<file path="src/rtl/brs_pkg.sv">
package brs_pkg;

   typedef enum logic {
      MODE_ASYNC = 1'b0,
      MODE_BURST = 1'b1
   } rd_mode_t;

   function automatic int unsigned cnt_width(input int unsigned max_val);
      int unsigned w;
      w = 1;
      while ((1 << w) <= max_val) w++;
      return w;
   endfunction

endpackage

</file>
<file path="src/rtl/brs_mode_ctrl.sv">
module brs_mode_ctrl
   import brs_pkg::*;
(
   input  logic     clk,
   input  logic     rst_n,
   input  logic     on_cmd,
   input  logic     off_cmd,
   output rd_mode_t mode
);

   always_ff @(posedge clk or negedge rst_n) begin
      if (!rst_n) begin
         mode <= MODE_ASYNC;
      end else if (off_cmd) begin
         mode <= MODE_ASYNC;
      end else if (on_cmd) begin
         mode <= MODE_BURST;
      end
   end

   // the leave strobe always wins
   p_off_wins_r8: assert property (@(posedge clk) disable iff (!rst_n)
      off_cmd |=> mode == MODE_ASYNC);

   // the enter strobe alone enters burst mode
   p_enter_r3: assert property (@(posedge clk) disable iff (!rst_n)
      (on_cmd && !off_cmd) |=> mode == MODE_BURST);

endmodule

</file>
<file path="src/rtl/brs_latency.sv">
module brs_latency
   import brs_pkg::*;
#(
   parameter int unsigned LAT_CYC = 4
) (
   input  logic clk,
   input  logic rst_n,
   input  logic start,
   output logic ready
);

   generate
      if (LAT_CYC == 0) begin : g_zero_lat
         assign ready = 1'b1;
      end else begin : g_count_lat
         localparam int unsigned LW = cnt_width(LAT_CYC);
         localparam logic [LW-1:0] LOAD_VAL = LW'(LAT_CYC);

         logic [LW-1:0] remain;

         always_ff @(posedge clk or negedge rst_n) begin
            if (!rst_n) begin
               remain <= '0;
            end else if (start) begin
               remain <= LOAD_VAL;
            end else if (remain != '0) begin
               remain <= remain - 1'b1;
            end
         end

         assign ready = (remain == '0);

         // no word is ready on the cycle after a load
         p_wait_after_load_r3: assert property (@(posedge clk) disable iff (!rst_n)
            start |=> !ready);
      end
   endgenerate

endmodule

</file>
<file path="src/rtl/brs_wrap_ctr.sv">
module brs_wrap_ctr #(
   parameter int unsigned ADDR_W = 20,
   parameter int unsigned OFS_W  = 5
) (
   input  logic              clk,
   input  logic              rst_n,
   input  logic              load,
   input  logic              step,
   input  logic [ADDR_W-1:0] start_addr,
   output logic [ADDR_W-1:0] word_addr,
   output logic              at_last
);

   localparam int unsigned HI_W = ADDR_W - OFS_W;

   logic [HI_W-1:0]  base_hi;
   logic [OFS_W-1:0] base_ofs;
   logic [OFS_W-1:0] burst_cnt;

   always_ff @(posedge clk or negedge rst_n) begin
      if (!rst_n) begin
         base_hi   <= '0;
         base_ofs  <= '0;
         burst_cnt <= '0;
      end else if (load) begin
         base_hi   <= start_addr[ADDR_W-1:OFS_W];
         base_ofs  <= start_addr[OFS_W-1:0];
         burst_cnt <= '0;
      end else if (step) begin
         burst_cnt <= burst_cnt + 1'b1;
      end
   end

   assign word_addr = {base_hi, OFS_W'(base_ofs + burst_cnt)};
   assign at_last   = &burst_cnt;

   // stepping from the last word returns to the starting offset
   p_wrap_home_r6: assert property (@(posedge clk) disable iff (!rst_n)
      (step && !load && at_last) |=> word_addr[OFS_W-1:0] == base_ofs);

endmodule

</file>
<file path="src/rtl/burst_read_seq.sv">
module burst_read_seq
   import brs_pkg::*;
#(
   parameter int unsigned ADDR_W  = 20,
   parameter int unsigned OFS_W   = 5,
   parameter int unsigned LAT_CYC = 4
) (
   input  logic              clk,
   input  logic              rst_n,
   input  logic              burst_on,
   input  logic              burst_off,
   input  logic              ce_n,
   input  logic              oe_n,
   input  logic              lba_n,
   input  logic              baa_n,
   input  logic [ADDR_W-1:0] addr_in,
   output logic [ADDR_W-1:0] mem_addr,
   output logic              data_valid,
   output logic              last_n
);

   generate
      if (OFS_W < 1 || ADDR_W <= OFS_W) begin : g_bad_width
         $error("burst_read_seq: ADDR_W must exceed OFS_W, and OFS_W must be at least 1");
      end
      if (LAT_CYC > 255) begin : g_bad_lat
         $error("burst_read_seq: LAT_CYC above supported range");
      end
   endgenerate

   rd_mode_t          mode;
   logic              in_burst_mode;
   logic              burst_act;
   logic              lat_ready;
   logic              do_load;
   logic              do_step;
   logic [ADDR_W-1:0] word_addr;
   logic              at_last;
   logic              burst_live;

   brs_mode_ctrl u_mode (
      .clk     (clk),
      .rst_n   (rst_n),
      .on_cmd  (burst_on),
      .off_cmd (burst_off),
      .mode    (mode)
   );

   assign in_burst_mode = (mode == MODE_BURST);
   assign do_load = in_burst_mode && !burst_off && !ce_n && !lba_n;
   assign do_step = in_burst_mode && !burst_off && !ce_n && lba_n
                    && burst_act && lat_ready && !baa_n;

   always_ff @(posedge clk or negedge rst_n) begin
      if (!rst_n) begin
         burst_act <= 1'b0;
      end else if (burst_off || !in_burst_mode || ce_n) begin
         burst_act <= 1'b0;
      end else if (do_load) begin
         burst_act <= 1'b1;
      end
   end

   brs_latency #(.LAT_CYC(LAT_CYC)) u_lat (
      .clk   (clk),
      .rst_n (rst_n),
      .start (do_load),
      .ready (lat_ready)
   );

   brs_wrap_ctr #(.ADDR_W(ADDR_W), .OFS_W(OFS_W)) u_wrap (
      .clk        (clk),
      .rst_n      (rst_n),
      .load       (do_load),
      .step       (do_step),
      .start_addr (addr_in),
      .word_addr  (word_addr),
      .at_last    (at_last)
   );

   assign burst_live = in_burst_mode && burst_act;

   always_comb begin
      mem_addr   = burst_live ? word_addr : addr_in;
      data_valid = 1'b0;
      if (!ce_n && !oe_n) begin
         data_valid = in_burst_mode ? (burst_act && lat_ready) : 1'b1;
      end
      last_n = !(burst_live && lat_ready && !ce_n && at_last);
   end

   // asynchronous mode passes the address through and keeps last_n high
   p_async_pass_r2: assert property (@(posedge clk) disable iff (!rst_n)
      (mode == MODE_ASYNC) |-> (last_n && mem_addr == addr_in));

   // an advance moves the offset by exactly one
   p_step_one_r4: assert property (@(posedge clk) disable iff (!rst_n)
      (do_step ##1 burst_live) |->
         mem_addr[OFS_W-1:0] == OFS_W'($past(mem_addr[OFS_W-1:0]) + 1'b1));

   // upper address bits hold while no new load happens
   p_hold_upper_r5: assert property (@(posedge clk) disable iff (!rst_n)
      ((burst_live && !do_load) ##1 burst_live) |->
         $stable(mem_addr[ADDR_W-1:OFS_W]));

   // the last-word flag only appears during a live burst with chip enable low
   p_last_live_r6: assert property (@(posedge clk) disable iff (!rst_n)
      !last_n |-> (burst_live && !ce_n));

   // chip enable high ends the burst but keeps the mode
   p_ce_end_r7: assert property (@(posedge clk) disable iff (!rst_n)
      (in_burst_mode && ce_n && !burst_off) |=> (in_burst_mode && !burst_act));

   // a load on the same edge as an advance only loads
   p_load_first_r10: assert property (@(posedge clk) disable iff (!rst_n)
      (do_load && !baa_n) |=> mem_addr == $past(addr_in));

endmodule

</file>
<file path="config.mk">
export PLATFORM = sky130hd
export DESIGN_NAME = burst_read_seq
export DESIGN_NICKNAME = d
export VERILOG_FILES = /design/src/rtl/brs_pkg.sv /design/src/rtl/brs_mode_ctrl.sv /design/src/rtl/brs_latency.sv /design/src/rtl/brs_wrap_ctr.sv /design/src/rtl/burst_read_seq.sv
export SDC_FILE = /design/constraint.sdc
export NUM_CORES = 1
export LEC_CHECK = 0
export CORE_AREA = 10 10 75 77
export CTS_BUF_LIST = sky130_fd_sc_hd__clkbuf_8 sky130_fd_sc_hd__clkbuf_16
export DETAILED_ROUTE_END_ITERATION = 7
export DIE_AREA = 0 0 85 87
export PLACE_DENSITY = 0.71
export SYNTH_ARGS = -nofsm -noshare
export SYNTH_HDL_FRONTEND = slang
export SYNTH_HIERARCHICAL = 1
export SYNTH_SLANG_ARGS = --single-unit
</file>
<file path="constraint.sdc">
create_clock -name clk -period 4.1 [get_ports clk]
set_input_delay 0.82 -clock clk [delete_from_list [all_inputs] [get_ports clk]]
set_output_delay 0.82 -clock clk [all_outputs]
set_load 0.005 [all_outputs]
</file>
Word level (Yosys, flattened, before mapping)

Cells that the tools add are included.

Add/sub/neg operators: 3
Reductions and logical operators: 29
Muxes and demuxes: 11

Operators by type and width:

| cell                                              | number |
|---|---|
| 2-to-1 mux 20 bit                                 | 1 |
| logical AND 1 bit                                 | 13 |
| 2-to-1 mux 5 bit                                  | 2 |
| nonzero test 2 bit                                | 4 |
| logical NOT 1 bit                                 | 7 |
| 2-to-1 mux 1 bit                                  | 6 |
| 2-to-1 mux 3 bit                                  | 2 |
| adder 5 x 1 -> 5 bit (second input constant)      | 1 |
| adder 5 bit                                       | 1 |
| AND reduction 5 bit                               | 1 |
| logical NOT 3 bit                                 | 1 |
| nonzero test 3 bit                                | 1 |
| subtractor 3 x 1 -> 3 bit (second input constant) | 1 |
| logical OR 1 bit                                  | 2 |

Word-level logic and storage cells: 49
Output and inout port bits: 22
Bits of input ports: 28
Flip-flop bits (word level): 30

Longest topological paths before layout

Gate-level depths: netlist of the first run.

Word-level depth: 9
Mapped depth: 9
Mapped depth without buffers: 8

By module

Netlist of the first run, hierarchy kept.

By module, submodules not included:

| module         | cells an instance | area an instance (µm²) | times used | sequential area each (µm²) |
|---|---|---|---|---|
| brs_wrap_ctr   | 84                | 1202.4                 | 1          | 625.6 |
| burst_read_seq | 33                | 414.1                  | 1          | 25.0 |
| brs_latency    | 16                | 183.9                  | 1          | 75.1 |
| brs_mode_ctrl  | 2                 | 35.0                   | 1          | 25.0 |

Worst setup path before layout of the first run

No wires, ideal clock.

Path kind: reg2out
Start point: register u_wrap.burst_cnt[0]
End point: output mem_addr[4]
Path slack: 1.684 ns
Buffers on the path: 0
Data required time: 3.280 ns
Cell stages (with the launch flop): 8
Data arrival time: 1.596 ns
Path through: dfrtp_1 > ha_1 > inv_1 > fa_1 > nand2b_1 > a21oi_1 > xnor2_1 > mux2_4

Longest elaborated chain between the ends: 2

Ends and longest elaborated chain:

| element                | RTL line             | source |
|---|---|---|
| start, declared        | brs_wrap_ctr.sv:18   | `logic [OFS_W-1:0] burst_cnt;` |
| start signal, assigned | brs_wrap_ctr.sv:30   | `burst_cnt <= burst_cnt + 1'b1;` |
| adder 5 bit            | brs_wrap_ctr.sv:34   | `assign word_addr = {base_hi, OFS_W'(base_ofs + burst_cnt)};` |
| named net word_addr[4] | burst_read_seq.sv:37 | `logic [ADDR_W-1:0] word_addr;` |
| 2-to-1 mux 20 bit      | burst_read_seq.sv:84 | `mem_addr = burst_live ? word_addr : addr_in;` |
| end, declared          | burst_read_seq.sv:17 | `output logic [ADDR_W-1:0] mem_addr,` |

The timed path passes the listed nets, and every way through them passes these cells.

Final worst setup path of the first run

Same ends and word-level chain as after synthesis.

==> results of run 1 <==
==> final cells by class <==
class / count / share of cell area
Timing Repair Buffer: 52 / 0.210
Clock buffer: 6 / 0.0338
Multi-Input combinational cell: 93 / 0.410
Sequential cell: 30 / 0.307
Inverter: 6 / 0.00922
Clock inverter: 2 / 0.00358
Tap cell: 52 / 0.0266
==> cell families after synthesis <==
| kind of cell | share of synthesized area |
|---|---|
| buf+inv | 0.0504 |
| simple gates | 0.0825 |
| flops | 0.409 |
| mux | 0.324 |
| compound gates | 0.0355 |
| fa+ha+maj | 0.0654 |
| xor+xnor | 0.0334 |
==> worst max-delay path: stages (launching register included) <==
cell and delay (ps):
dfrtp_1 420, ha_1 200, inv_1 60, fa_1 410, nand2b_1 160, a21oi_1 140, xnor2_1 90, mux2_4 270
clkdlybuf4s50_1 460
==> synthesized netlist by cell type, drive strengths merged, types with 2 or more instances <==
| cell | instances | area (um2) |
|---|---|---|
| inv | 6 | 22.5 |
| nor2b | 3 | 26.3 |
| buf | 6 | 70.1 |
| nand2 | 5 | 21.3 |
| xnor2 | 5 | 43.8 |
| nor2 | 10 | 37.5 |
| xor2 | 2 | 17.5 |
| mux2i | 2 | 20.0 |
| dfrtp | 30 | 751 |
| mux2 | 40 | 574 |
| a21oi | 2 | 10.0 |
| ha | 8 | 100 |
==> path summary, 6_finish.rpt <==
kind	start	endpoint	slack [ps]	depth (start not counted)
worst max-delay path	u_wrap/burst_cnt[0]	mem_addr[4]	820	8
worst max register to register	u_mode/mode	u_wrap/burst_cnt[3]	2130	6
min in group asynchronous	rst_n	u_wrap/base_hi[1]	930	2
max in group asynchronous	rst_n	u_mode/mode	2890	2
worst min-delay path	u_wrap/base_hi[13]	u_wrap/base_hi[13]	510	1
worst min register to register	u_wrap/base_hi[13]	u_wrap/base_hi[13]	510	1
==> flip-flops by register name, summed over array words and instances, names as in the netlist <==
register,flops
u_mode/mode,1
u_lat/g_count_lat.remain,3
u_wrap/base_ofs,5
u_wrap/base_hi,15
u_wrap/burst_cnt,5
burst_act,1
==> layer usage <==
layer | vias up | GRT usage | share of wire
met5 | - | 0 | 0
li1 | 575 | - | -
met1 | 559 | 0.123 | 0.45
met2 | 33 | 0.182 | 0.48
met3 | 2 | 0.0487 | 0.067
met4 | 0 | 0.0225 | 0.0018
==> power by group <==
group          switching (mW)  internal [mW]  leakage (nW)
sequential             0.0411          0.362         0.375
clock                   0.102          0.133        0.0524
combinational          0.0995          0.176         0.725
total                   0.242          0.671          1.15
==> impl_metrics.env, run 1 <==
export IMPL_arrival_ps=2460
export IMPL_synth_area_mm2=0.00184
export IMPL_timing_critical_path_required_ps=3280
export IMPL_fin_nets=225
export IMPL_fillCellCount=321
export IMPL_powerDensity_mw_per_mm2=374
export IMPL_drv_slew=0
export IMPL_fin_util=0.577
export IMPL_synth_cell_types=33
export IMPL_rsz0062_at_grt="false"
export IMPL_clockBufferDepth=2
export IMPL_globalRouteOverflowTotal=0
export IMPL_routedWlPerCell_um=16.3
export IMPL_via_count=1169
export IMPL_drc=0
export IMPL_hold_slack_ps=507
export IMPL_finalSetupViolCount=0
export IMPL_io_pins=50
export IMPL_area_growth_pct=33.1
export IMPL_drt_first_pass_iters=4
export IMPL_min_period_ps=3280
export IMPL_fin_crit_sh=0.801
export IMPL_crit_path_end_kind="output pin"
export IMPL_routed_wl_um=3940
export IMPL_ys_seq_area_frac=0.409
export IMPL_p_total_mw=0.913
export IMPL_cap_viol_max_count=0
export IMPL_finish_instance_area_mm2=0.00244
export IMPL_mappedNetlistNets=172
export IMPL_h_tree_depth=2
export IMPL_outcome="complete, no violations"
export IMPL_crit_path_start_kind="flip-flop"
export IMPL_max_freq_mhz=304
export IMPL_finalHoldViolations=0
export IMPL_path_clk_slew_ps=60
export IMPL_cts_buffers_inserted=5
export IMPL_layout_common_cells="49 x clkdlybuf4s50_1, 33 x mux2_4, 30 x dfrtp_1"
export IMPL_fin_skew_ps=1.94
export IMPL_stdcell_count=241
export IMPL_dp_slack_ps=950
export IMPL_postSynthAreaPerCell_um2=13.6
export IMPL_synth_edf_count=0
export IMPL_row_count=24
export IMPL_cts_tree="built"
export IMPL_cts_resized=0
export IMPL_gp_routability_congestion=0.718
export IMPL_io_buffers=49
export IMPL_die_h_um=87
export IMPL_antennaDiodeCount=0
export IMPL_clockRootBuffer="clkbuf_8"
export IMPL_regArea_um2=751
export IMPL_hpwl_um=2890
export IMPL_multi_input_area_mm2=0.00100
export IMPL_clk_latency_ps=270
export IMPL_core_area_mm2=0.00423
export IMPL_cp_max_fo=4
export IMPL_postRouteAntennaNets=0
export IMPL_crit_type="flip-flop to output pin"
export IMPL_grt_util_all_layers=0.108
export IMPL_dpl_cell_count=233
export IMPL_die_w_um=85
export IMPL_via_per_inst=4.85
export IMPL_worst_pin_slew_ps=734
export IMPL_start_util=0.434
export IMPL_place_area_mm2=0.00235
export IMPL_clock_sinks=30
export IMPL_layout_setup_ws_ps=815
export IMPL_async_flop_share=1.00
export IMPL_antenna_found_initial=0
export IMPL_syn_inst=135
export IMPL_yosysWarnings=6
export IMPL_setup_tns_ps=0
export IMPL_die_area_mm2=0.00740
export IMPL_hold_class="flip-flop to flip-flop"
export IMPL_ys_ff_latch=30
export IMPL_grt_max_degree=33
export IMPL_grt_pass1_wl_um=6400
export IMPL_ys_flop_type="dfrtp_1"
export IMPL_slew_headroom=0.509
export IMPL_final_common_cell="clkdlybuf4s50_1"
export IMPL_postCtsSetupRepairBufs=0
export IMPL_drive_above_1_share=0.291
export IMPL_cts_hold_buf=0
export IMPL_ir_worst_vdd_v=0.000235
export IMPL_first_iter_violations=70
export IMPL_grt_pass1_vias=1320
export IMPL_p_leak_nw=1.15
No activity file was read; power rests on OpenSTA's default activity.
==> inputs of run 2 (changes only) <==
Clock period 4.1 ns to 3.1 ns, I/O delays scaled along.
==> impl_metrics.env, run 2 (synthesized netlist as in run 1, its figures left out) <==
export IMPL_outcome="complete, no violations"
export IMPL_routedWlPerCell_um=16.9
export IMPL_met3_usage=0.0562
export IMPL_fin_crit_sh=0.964
export IMPL_gp_routability_congestion=0.737
export IMPL_die_h_um=87
export IMPL_h_tree_depth=2
export IMPL_drive_above_1_share=0.312
export IMPL_worst_path_stages=8
export IMPL_worst_pin_slew_ps=453
export IMPL_layout_common_cells="49 x clkdlybuf4s50_1, 33 x mux2_4, 30 x dfrtp_1"
export IMPL_cp_slowest_stage_delay_ps=450
export IMPL_cap_viol_max_count=0
export IMPL_crit_chain="ha_2 > inv_1 > fa_2 > nand2b_1 > a21oi_2 > xnor2_1 > mux2_4 > clkdlybuf4s50_1"
export IMPL_via_count=1214
export IMPL_worstHoldPathCells=1
export IMPL_crit_type="flip-flop to output pin"
export IMPL_powerDensity_mw_per_mm2=488
export IMPL_drc=0
export IMPL_max_freq_mhz=335
export IMPL_clockRootBuffer="clkbuf_8"
export IMPL_grt_pass1_vias=1427
export IMPL_crit_path_end_kind="output pin"
export IMPL_fin_nets=227
export IMPL_hold_slack_ps=512
export IMPL_layout_setup_ws_ps=111
export IMPL_die_w_um=85
export IMPL_fin_skew_ps=7.67
export IMPL_io_buffers=49
export IMPL_grt_util_met1=0.136
export IMPL_hpwl_um=2960
export IMPL_drv_slew=0
export IMPL_cts_buffers_inserted=5
export IMPL_ir_worst_vdd_v=0.000245
export IMPL_setup_tns_ps=0
export IMPL_hold_class="flip-flop to flip-flop"
export IMPL_core_area_mm2=0.00423
export IMPL_largest_reg_flops=15
export IMPL_via_per_inst=5.04
export IMPL_min_period_ps=2990
export IMPL_grtUsageMet2=0.180
export IMPL_dp_slack_ps=315
export IMPL_clockBufferDepth=2
export IMPL_crit_path_start_kind="flip-flop"
export IMPL_reg2reg_depth=7
export IMPL_cts_tree="built"
export IMPL_finish_instance_area_mm2=0.00246
export IMPL_regArea_um2=751
export IMPL_first_iter_violations=60
export IMPL_crit_slowest_cell="clkdlybuf4s50_1"
export IMPL_place_area_mm2=0.00236
export IMPL_fillCellCount=345
export IMPL_start_util=0.434
export IMPL_path_clk_slew_ps=60
export IMPL_timing_critical_path_required_ps=2480
export IMPL_grt_util_all_layers=0.115
export IMPL_regMostFlops="u_wrap/base_hi"
export IMPL_globalRouteOverflowTotal=0
export IMPL_antennaDiodeCount=0
export IMPL_p_leak_nw=1.15
export IMPL_clock_sinks=30
export IMPL_multi_input_area_mm2=0.00101
export IMPL_critPathTopFamily="adder cells"
export IMPL_clk_latency_ps=280
export IMPL_final_common_cell="clkdlybuf4s50_1"
export IMPL_fin_util=0.581
export IMPL_io_pins=50
export IMPL_routed_wl_um=4080
export IMPL_arrival_ps=2370
export IMPL_grt_pass1_wl_um=6840
export IMPL_area_growth_pct=33.9
export IMPL_cp_num_buf_inv=2
export IMPL_reg_largest_list="u_wrap/base_hi (15), u_wrap/base_ofs (5), u_wrap/burst_cnt (5)"
export IMPL_finalSetupViolCount=0
export IMPL_busiest_layer="met2"
export IMPL_cp_max_fo=4
export IMPL_drt_first_pass_iters=4
export IMPL_antenna_found_initial=0
export IMPL_die_area_mm2=0.00740
export IMPL_row_count=24
export IMPL_slew_headroom=0.698
export IMPL_postRouteAntennaNets=0
export IMPL_cts_hold_buf=0
export IMPL_grt_max_degree=33
export IMPL_finalHoldViolations=0
run 2: worst paths after layout:
path | from | endpoint | slack, ps
max in group asynchronous | rst_n | u_wrap/base_ofs[3] | 2080
worst max-delay path | u_wrap/burst_cnt[0] | mem_addr[4] | 110
min in group asynchronous | rst_n | u_wrap/burst_cnt[3] | 740
worst min register to register | u_wrap/base_hi[7] | u_wrap/base_hi[7] | 510
worst max register to register | u_mode/mode | u_wrap/burst_cnt[3] | 1180
worst min-delay path | u_wrap/base_hi[7] | u_wrap/base_hi[7] | 510
run 2: cell type report:
type / instances / share of cell area
Inverter: 6 / 0.00916
Tap cell: 52 / 0.0265
Clock buffer: 6 / 0.0336
Multi-Input combinational cell: 93 / 0.411
Timing Repair Buffer: 54 / 0.215
Sequential cell: 30 / 0.305
run 2: report_power, final:
group	internal [mW]	switching (mW)
logic	0.232	0.123
registers	0.479	0.0578
clock network	0.171	0.137
run 2: worst register-to-register path, stage by stage (launching register included):
cell     delay, ps
dfrtp_1        440
nand2_2        220
buf_4          300
nor4_1         310
buf_4          210
nand4_1        120
xor2_1         150
nor2_1          60
run 2: stage by stage:
| stage | total power, mW | cells |
|---|---|---|
| 2_1_floorplan | 0.769 | 135 |
| 3_3_place_gp | 0.877 | 234 |
| 4_1_cts | 1.22 | 240 |
| 5_1_grt | 1.29 | 241 |
| 6_report | 1.20 | 241 |
| 3_5_place_dp | 0.897 | 234 |
run 2: metal layers:
metal  vias up  share of wire
met3         2          0.064
met4         0         0.0049
met2        34           0.49
met1       602           0.44
li1        576              -
met5         -              0
run 2: what timing repair did:
item | CTS | global route
endpoints found under the setup margin | 0 | 1
setup buffers | 0 | 1
resized for setup | 0 | 3
